### config.mk
export PLATFORM = sky130hd
export DESIGN_NAME = flash_thermo_encoder
export DESIGN_NICKNAME = d
export VERILOG_FILES = /design/src/rtl/flash_enc_pkg.sv /design/src/rtl/flash_enc_half.sv /design/src/rtl/flash_enc_ctrl.sv /design/src/rtl/flash_enc_dp.sv /design/src/rtl/flash_thermo_encoder.sv
export SDC_FILE = /design/constraint.sdc
export NUM_CORES = 1
export LEC_CHECK = 0
export BUFFER_PORTS_ARGS = -buffer_cell sky130_fd_sc_hd__buf_4
export CAP_MARGIN = 20
export CORE_ASPECT_RATIO = 0.5
export CORE_MARGIN = 4
export CORE_UTILIZATION = 56
export CTS_BUF_LIST = sky130_fd_sc_hd__clkbuf_8
export DETAILED_ROUTE_END_ITERATION = 10
export GPL_ROUTABILITY_DRIVEN = 0
export PLACE_DENSITY = 0.81
export SYNTH_ARGS = -nofsm -noshare
export SYNTH_HDL_FRONTEND = slang
export SYNTH_SLANG_ARGS = --single-unit
export TNS_END_PERCENT = 1
### constraint.sdc
create_clock -name clk -period 12.75 [get_ports clk]
set_input_delay 0.6375 -clock clk [delete_from_list [all_inputs] [get_ports clk]]
set_output_delay 0.6375 -clock clk [all_outputs]
set_load 0.03 [all_outputs]
### src/rtl/flash_enc_pkg.sv
package flash_enc_pkg;
  // Load strobes from control to datapath, one per pipeline register rank.
  typedef struct packed {
    logic capLd;  // capture comparator sample
    logic midLd;  // load intermediate phase counts
    logic outLd;  // load final code and flags
  } encStrobe_t;
endpackage

### src/rtl/flash_enc_half.sv
module flash_enc_half #(
  parameter int TAPS       = 128,
  parameter int INTERLEAVE = 4
) (
  input  logic [TAPS-1:0]                                        taps,
  output logic [INTERLEAVE*$clog2(TAPS/INTERLEAVE+1)-1:0]        midWord
);
  localparam int PH_TAPS = TAPS / INTERLEAVE;
  localparam int PH_CW   = $clog2(PH_TAPS + 1);

  // One counter per interleave phase: phase p owns taps p, p+INTERLEAVE, ...
  for (genvar p = 0; p < INTERLEAVE; p++) begin : g_phase
    logic [PH_CW-1:0] acc;
    always_comb begin
      acc = '0;
      for (int k = 0; k < PH_TAPS; k++) begin
        acc = acc + PH_CW'(taps[p + INTERLEAVE*k]);
      end
    end
    assign midWord[p*PH_CW +: PH_CW] = acc;
  end
endmodule

### src/rtl/flash_enc_ctrl.sv
module flash_enc_ctrl
  import flash_enc_pkg::*;
(
  input  logic       clk,
  input  logic       rstN,
  input  logic       sampleVld,
  output encStrobe_t strb,
  output logic       codeVld
);
  logic vldCap;
  logic vldMid;

  always_ff @(posedge clk) begin
    if (!rstN) begin
      vldCap  <= 1'b0;
      vldMid  <= 1'b0;
      codeVld <= 1'b0;
    end else begin
      vldCap  <= sampleVld;
      vldMid  <= vldCap;
      codeVld <= vldMid;
    end
  end

  assign strb.capLd = sampleVld;
  assign strb.midLd = vldCap;
  assign strb.outLd = vldMid;
endmodule

### src/rtl/flash_enc_dp.sv
module flash_enc_dp
  import flash_enc_pkg::*;
#(
  parameter int CODE_W     = 8,
  parameter int INTERLEAVE = 4
) (
  input  logic                      clk,
  input  logic                      rstN,
  input  encStrobe_t                strb,
  input  logic [(1<<CODE_W)-1:0]    compIn,
  input  logic                      underIn,
  input  logic                      overIn,
  output logic [CODE_W-1:0]         codeOut,
  output logic                      underFlag,
  output logic                      overFlag
);
  localparam int COMP_W  = 1 << CODE_W;
  localparam int HALF_W  = COMP_W / 2;
  localparam int PH_TAPS = HALF_W / INTERLEAVE;
  localparam int PH_CW   = $clog2(PH_TAPS + 1);
  localparam int MID_W   = INTERLEAVE * PH_CW;
  localparam int HALF_CW = $clog2(HALF_W + 1);

  // Rank 0: comparator capture
  logic [COMP_W-1:0] compReg;
  logic              undCap, ovrCap;

  always_ff @(posedge clk) begin
    if (!rstN) begin
      compReg <= '0;
      undCap  <= 1'b0;
      ovrCap  <= 1'b0;
    end else if (strb.capLd) begin
      compReg <= compIn;
      undCap  <= underIn;
      ovrCap  <= overIn;
    end
  end

  // Rank 1: intermediate phase-count words, one per half
  logic [MID_W-1:0]   midComb [2];
  logic [MID_W-1:0]   midReg  [2];
  logic [HALF_CW-1:0] halfCnt [2];
  logic               undMid, ovrMid;

  for (genvar h = 0; h < 2; h++) begin : g_half
    flash_enc_half #(
      .TAPS       (HALF_W),
      .INTERLEAVE (INTERLEAVE)
    ) u_half (
      .taps    (compReg[h*HALF_W +: HALF_W]),
      .midWord (midComb[h])
    );

    always_ff @(posedge clk) begin
      if (!rstN)           midReg[h] <= '0;
      else if (strb.midLd) midReg[h] <= midComb[h];
    end

    always_comb begin
      halfCnt[h] = '0;
      for (int p = 0; p < INTERLEAVE; p++) begin
        halfCnt[h] = halfCnt[h] + HALF_CW'(midReg[h][p*PH_CW +: PH_CW]);
      end
    end
  end

  always_ff @(posedge clk) begin
    if (!rstN) begin
      undMid <= 1'b0;
      ovrMid <= 1'b0;
    end else if (strb.midLd) begin
      undMid <= undCap;
      ovrMid <= ovrCap;
    end
  end

  // Rank 2: half select, saturation and range override
  logic [CODE_W:0]   mergeRaw;
  logic [CODE_W-1:0] mergeCode;

  always_comb begin
    if (halfCnt[1] != '0)
      mergeRaw = (CODE_W+1)'(HALF_W) + (CODE_W+1)'(halfCnt[1]);
    else
      mergeRaw = (CODE_W+1)'(halfCnt[0]);
    mergeCode = mergeRaw[CODE_W] ? '1 : mergeRaw[CODE_W-1:0];
  end

  always_ff @(posedge clk) begin
    if (!rstN) begin
      codeOut   <= '0;
      underFlag <= 1'b0;
      overFlag  <= 1'b0;
    end else if (strb.outLd) begin
      if (ovrMid) begin
        codeOut   <= '1;
        overFlag  <= 1'b1;
        underFlag <= 1'b0;
      end else if (undMid) begin
        codeOut   <= '0;
        overFlag  <= 1'b0;
        underFlag <= 1'b1;
      end else begin
        codeOut   <= mergeCode;
        overFlag  <= 1'b0;
        underFlag <= 1'b0;
      end
    end
  end
endmodule

### src/rtl/flash_thermo_encoder.sv
module flash_thermo_encoder
  import flash_enc_pkg::*;
#(
  parameter int CODE_W     = 8,
  parameter int INTERLEAVE = 4
) (
  input  logic                    clk,
  input  logic                    rstN,
  input  logic                    sampleVld,
  input  logic [(1<<CODE_W)-1:0]  compIn,
  input  logic                    underIn,
  input  logic                    overIn,
  output logic [CODE_W-1:0]       codeOut,
  output logic                    underFlag,
  output logic                    overFlag,
  output logic                    codeVld
);
  encStrobe_t strb;

  flash_enc_ctrl u_ctrl (
    .clk       (clk),
    .rstN      (rstN),
    .sampleVld (sampleVld),
    .strb      (strb),
    .codeVld   (codeVld)
  );

  flash_enc_dp #(
    .CODE_W     (CODE_W),
    .INTERLEAVE (INTERLEAVE)
  ) u_dp (
    .clk       (clk),
    .rstN      (rstN),
    .strb      (strb),
    .compIn    (compIn),
    .underIn   (underIn),
    .overIn    (overIn),
    .codeOut   (codeOut),
    .underFlag (underFlag),
    .overFlag  (overFlag)
  );
endmodule

* After elaboration in Yosys (flattened, before gate mapping) *
Memories as Yosys holds them, arrays and structs flattened.
Index checks and enable logic that the tools add are counted.

operators by class
  $add $sub $neg = 255
  $mul = 0
  div/mod/pow operators = 0
  order comparisons = 0
  equality and inequality tests = 0
  shift-type cells = 0
  muxes and demuxes = 13
  bitwise gates (word level) = 2
  reduce and logical (&&, ||, !) cells = 1

operators with widths
  cell                                                          number
  6-bit by 1-bit adder with 6-bit output                        208
  5-bit by 1-bit adder with 6-bit output                        8
  24-bit two-way mux                                            2
  4-bit by 1-bit adder with 5-bit output                        8
  3-bit by 1-bit adder with 4-bit output                        8
  8-bit by 6-bit adder with 8-bit output                        4
  2-bit by 1-bit adder with 3-bit output                        8
  8-bit two-way mux                                             3
  1-bit by 1-bit adder with 2-bit output                        8
  6-bit by 6-bit adder with 7-bit output                        2
  8-bit by 8-bit adder with 9-bit output, first input constant  1
  9-bit two-way mux                                             1
  8-bit nonzero test                                            1
  1-bit two-way mux                                             7
  1-bit OR                                                      2

storage, ports and cells
  register bits after elaboration = 273
  bits in latches = 0
  memory bits (writable) = 48
  memory bits (read-only) = 0
  output and inout bits = 11
  logic and storage cells = 283
  memories kept = 1

memory list
  memory       words  bits a word  read ports  clocked after Yosys merged registers in  write ports  line                RTL
  u_dp.midReg  2      24           2           0                                        2            flash_enc_dp.sv:42  logic [MID_W-1:0] midReg [2];

* Logic depth before layout (Yosys ltp) *
  word-level depth = 32
  mapped depth = 18

* By module *
A second synthesis with hierarchy kept.

second synthesis, totals
  cells, all modules = 1809
  area total of the unflattened synthesis = 19742.7 um^2

by module, submodules not included
  module                                  instances  cells each  area each (um^2)  sequential area each (um^2)
  flash_enc_dp                            1          1134        13160.1           6846.6
  flash_enc_half (u_dp.g_half[0].u_half)  1          334         3244.4            0.0
  flash_enc_half (u_dp.g_half[1].u_half)  1          332         3236.9            0.0
  flash_enc_ctrl                          1          9           101.3             60.1

* Worst setup path before layout *
Ideal clock, no wire load.

  path kind = reg-to-reg
  start = register u_dp.compReg[130]
  end = memory u_dp.midReg[1][16] in the netlist's numbering (data pin)
  library setup time = 0.266 ns
  arrival = 4.573 ns
  slack = 7.911 ns
  stages on the path, launching flop included = 15
  clock period less this slack = 4.839 ns
  path through = dfxtp_1 > inv_1 > fa_1 > fa_1 > fa_1 > fa_1 > fa_1 > fa_1 > inv_1 > ha_1 > fa_1 > a21o_1 > a21oi_1 > xor2_1 > nor2_1

RTL lines
  element                 line                RTL
  from (decl)             flash_enc_dp.sv:25  logic [COMP_W-1:0] compReg;
  from (signal assigned)  flash_enc_dp.sv:34  compReg <= compIn;
  to (decl)               flash_enc_dp.sv:42

==> metrics.md <==
| Metric | Value |
|---|---|
| Status | `complete, no violations` |
| Avg Cell Area, Syn | `10.7 µm²` |
| Switching Share | `38.9%` |
| Sequential element share of the synthesized area | `35.1%` |
| Hold Crit Class | `input pin to register` |
| Root buf cell | `clkbuf_8` |
| Critical path arrival | `5.37 ns` |
| Chip Height | `140 µm` |
| Largest net degree at the start of global routing | `153` |
| Vias per cell | `4.87` |
| Sequential Power Share | `28.8%` |
| Mapped Cells | `1843` |
| Worst-path fanout max | `2` |
| Pwr Density | `177 nW/µm²` |
| Crit start category | `register` |
| Final hold slack | `0.294 ns` |
| PortBufs | `271` |
| Die area | `38400 µm²` |
| Pre-Repair DR Iteration Count | `7` |
| Placed Cells | `2528` |
| Maximum clock path buffer count | `3` |
| Worst EP required | `13.08 ns` |
| DRT iter0 DRCs | `619` |
| Core Rows | `48` |
| Total track usage | `24.0%` |
| Die X | `273 µm` |
| Ports | `272` |
| Final hold vios | `0` |
| Tmin final | `5.05 ns` |
| Comb pwr share | `49.6%` |
| Final Skew | `0.0312 ns` |
| Net Switching | `1.59 mW` |
| # clock sinks | `321` |
| WL per Instance | `17.5 µm` |
| DRC errors left | `0` |
| Max_slew headroom | `24.1%` |
| Internal power | `2.49 mW` |
| Worst VDD drop | `0.0915 mV` |
| Synth top area share | `27.8%` |
| # setup viols final | `0` |
| RSZ-0062 raised after global routing | `false` |
| Initial antenna violation count | `0` |
| Slew at the pin with the worst max-slew slack | `1.14 ns` |
| Core ar. | `34500 µm²` |
| Syn_nets | `2392` |
| Synth Register Bits | `321` |
| Post-synth EDFFs | `48` |
| Setup TNS Final | `0 ns` |
| Total setup buffers inserted after CTS | `0` |
| Final WL | `45.7 mm` |
| Area contributors post-synth | `dfxtp_1 (28%), fa_1 (21%), mux2i_1 (13%), nor2b_1 (8.7%), inv_1 (7.7%)` |
| Synthesized cell area | `19700 µm²` |
| Final instance area | `23100 µm²` |
| DP HPWL | `35.3 mm` |
| Max-cap violations | `0` |
| Fmax | `198 MHz` |
| Share of post-route cells with drive strength above 1 | `17.2%` |
| Hold_buf cts | `0` |
| Period utilization | `39.6%` |
| Clock latency at the later pin of the worst-skew pair | `0.60 ns` |
| Final #Nets | `2652` |
| Finished Layout Cells | `2616` |
| CTS buffer count | `47` |
| H-tree depth | `2` |
| DR vias | `12700` |
| LEAKAGE | `11.3 nW` |
| Grt total ovfl | `0` |
| Vias in the first global route | `13400` |
| Max-slew violations | `0` |
| YS warnings | `0` |
| Post-synth top flop | `dfxtp_1` |
| Diode count | `0` |
| Distinct cell type count after synthesis | `51` |
| Layout area overhead | `17.4%` |
| Crit Path Class | `register to register` |
| Effective utilization at floorplan | `56.9%` |
| Synth area leader | `dfxtp_1` |
| CP Capture Type | `register` |
| CTS tree | `done` |
| Async set-reset flop share out of synthesis | `0%` |
| Clock Power Share | `21.6%` |
| Clock transition at the registers of the reported paths | `0.07 ns` |
| Antenna viol nets, final | `0` |
| Overall Power | `4.08 mW` |
| Dpl cell area | `22100 µm²` |
| PostCTS Resize Cnt | `0` |
| First-pass GRT wire length | `71.7 mm` |
path summary, 6_finish.rpt:
kind / from / endpoint / cells after the start / slack, ns
worst max-delay path: u_dp.compReg[93]$_SDFFE_PN0P_ / u_dp.midReg[0][10]$_SDFFCE_PN0P_ / 14 / 7.70
worst min-delay path: compIn[122] / u_dp.compReg[122]$_SDFFE_PN0P_ / 3 / 0.29
worst max register to register: u_dp.compReg[93]$_SDFFE_PN0P_ / u_dp.midReg[0][10]$_SDFFCE_PN0P_ / 14 / 7.70
worst min register to register: u_dp.compReg[16]$_SDFFE_PN0P_ / u_dp.compReg[16]$_SDFFE_PN0P_ / 2 / 0.52
cell usage after synthesis, types with 2 or more instances:
cell type	count
and3_1	16
inv_1	405
a21oi_1	39
dfxtp_1	273
o21ai_0	15
nor3b_1	3
nand2b_1	3
and2_1	3
nor2b_1	272
ha_1	80
buf_2	25
nor3_1	5
fa_1	208
nor2_1	37
edfxtp_1	48
xnor2_1	16
o21bai_1	3
clkbuf_1	41
o211ai_1	6
xor2_1	20
a21o_1	22
a31oi_1	2
mux2i_1	261
nand2_1	13
cell usage in the layout, fill, tap and decap left out, types with 2 or more instances in the layout:
cell type / count
xnor2_1: 16
a31oi_1: 2
clkinv_1: 2
fa_1: 208
clkinv_2: 15
edfxtp_1: 48
xor2_1: 20
mux2i_1: 261
nand2b_1: 2
inv_1: 413
o211ai_1: 6
clkbuf_8: 61
ha_1: 80
nor2b_1: 272
nand2_1: 13
o21ai_0: 15
a21oi_1: 39
nor2_1: 37
buf_4: 276
a21o_1: 22
o21bai_1: 3
nor3b_1: 3
dfxtp_1: 273
nor3_1: 5
and3_1: 16
and2_1: 3
critical path, stage by stage, from the launching register on:
cell	delay [ns]
dfxtp_1	0.33
inv_1	0.06
fa_1	0.66
fa_1	0.49
fa_1	0.60
fa_1	0.46
fa_1	0.51
fa_1	0.49
inv_1	0.06
ha_1	0.20
fa_1	0.40
a21o_1	0.17
a21oi_1	0.17
xor2_1	0.15
nor2_1	0.05
through the flow:
stage / util [%] / setup WS [ns]
after floorplan: - / 7.91
after global placement: 63.9 / 7.79
after detailed placement: 63.9 / 7.69
after CTS: 66.8 / 7.68
after global routing: 66.8 / 7.54
final: 66.8 / 7.70
power by group through the flow:
| stage | sequential [mW] | clock (mW) | combinational [mW] |
|---|---|---|---|
| floorplan | 1.19 | 0 | 1.52 |
| finish | 1.18 | 0.881 | 2.02 |
| global placement | 1.19 | 0 | 1.95 |
| CTS | 1.18 | 0.898 | 2.04 |
| detailed placement | 1.20 | 0 | 2.03 |
| global route | 1.19 | 0.949 | 2.32 |
metal layers:
| layer | share of wire, % | global-route usage [%] |
|---|---|---|
| met1 | 44 | 31.8 |
| met2 | 49 | 40.5 |
| met3 | 4.5 | 4.42 |
| met4 | 3.0 | 7.23 |
| met5 | 0 | 0 |
flip-flops by register name, summed over array words and instances (netlist names):
name and count:
u_dp.compReg 256, u_dp.midReg 48, u_dp.codeOut 8, u_ctrl.codeVld 1, u_ctrl.vldCap 1, u_ctrl.vldMid 1
u_dp.overFlag 1, u_dp.ovrCap 1, u_dp.ovrMid 1, u_dp.undCap 1, u_dp.undMid 1, u_dp.underFlag 1
cell type report:
type,count,area (µm²)
Clock buffer,61,840
Clock inverter,26,150
Fill cell,2672,11500
Inverter,406,1520
Multi-Input combinational cell,1048,10900
Sequential cell,321,6910
Tap cell,475,594
Timing Repair Buffer,279,2130
cell families after synthesis:
| kind of cell | after synthesis | share of synthesized area, % |
|---|---|---|
| mux | 261 | 13.3 |
| fa+ha+maj | 288 | 26.3 |
| simple gates | 360 | 11.0 |
| flops | 321 | 35.1 |
| compound gates | 103 | 3.51 |
| buf+inv | 474 | 9.25 |
| xor+xnor | 36 | 1.60 |
Note: power is estimated with default switching activity, not from simulation.
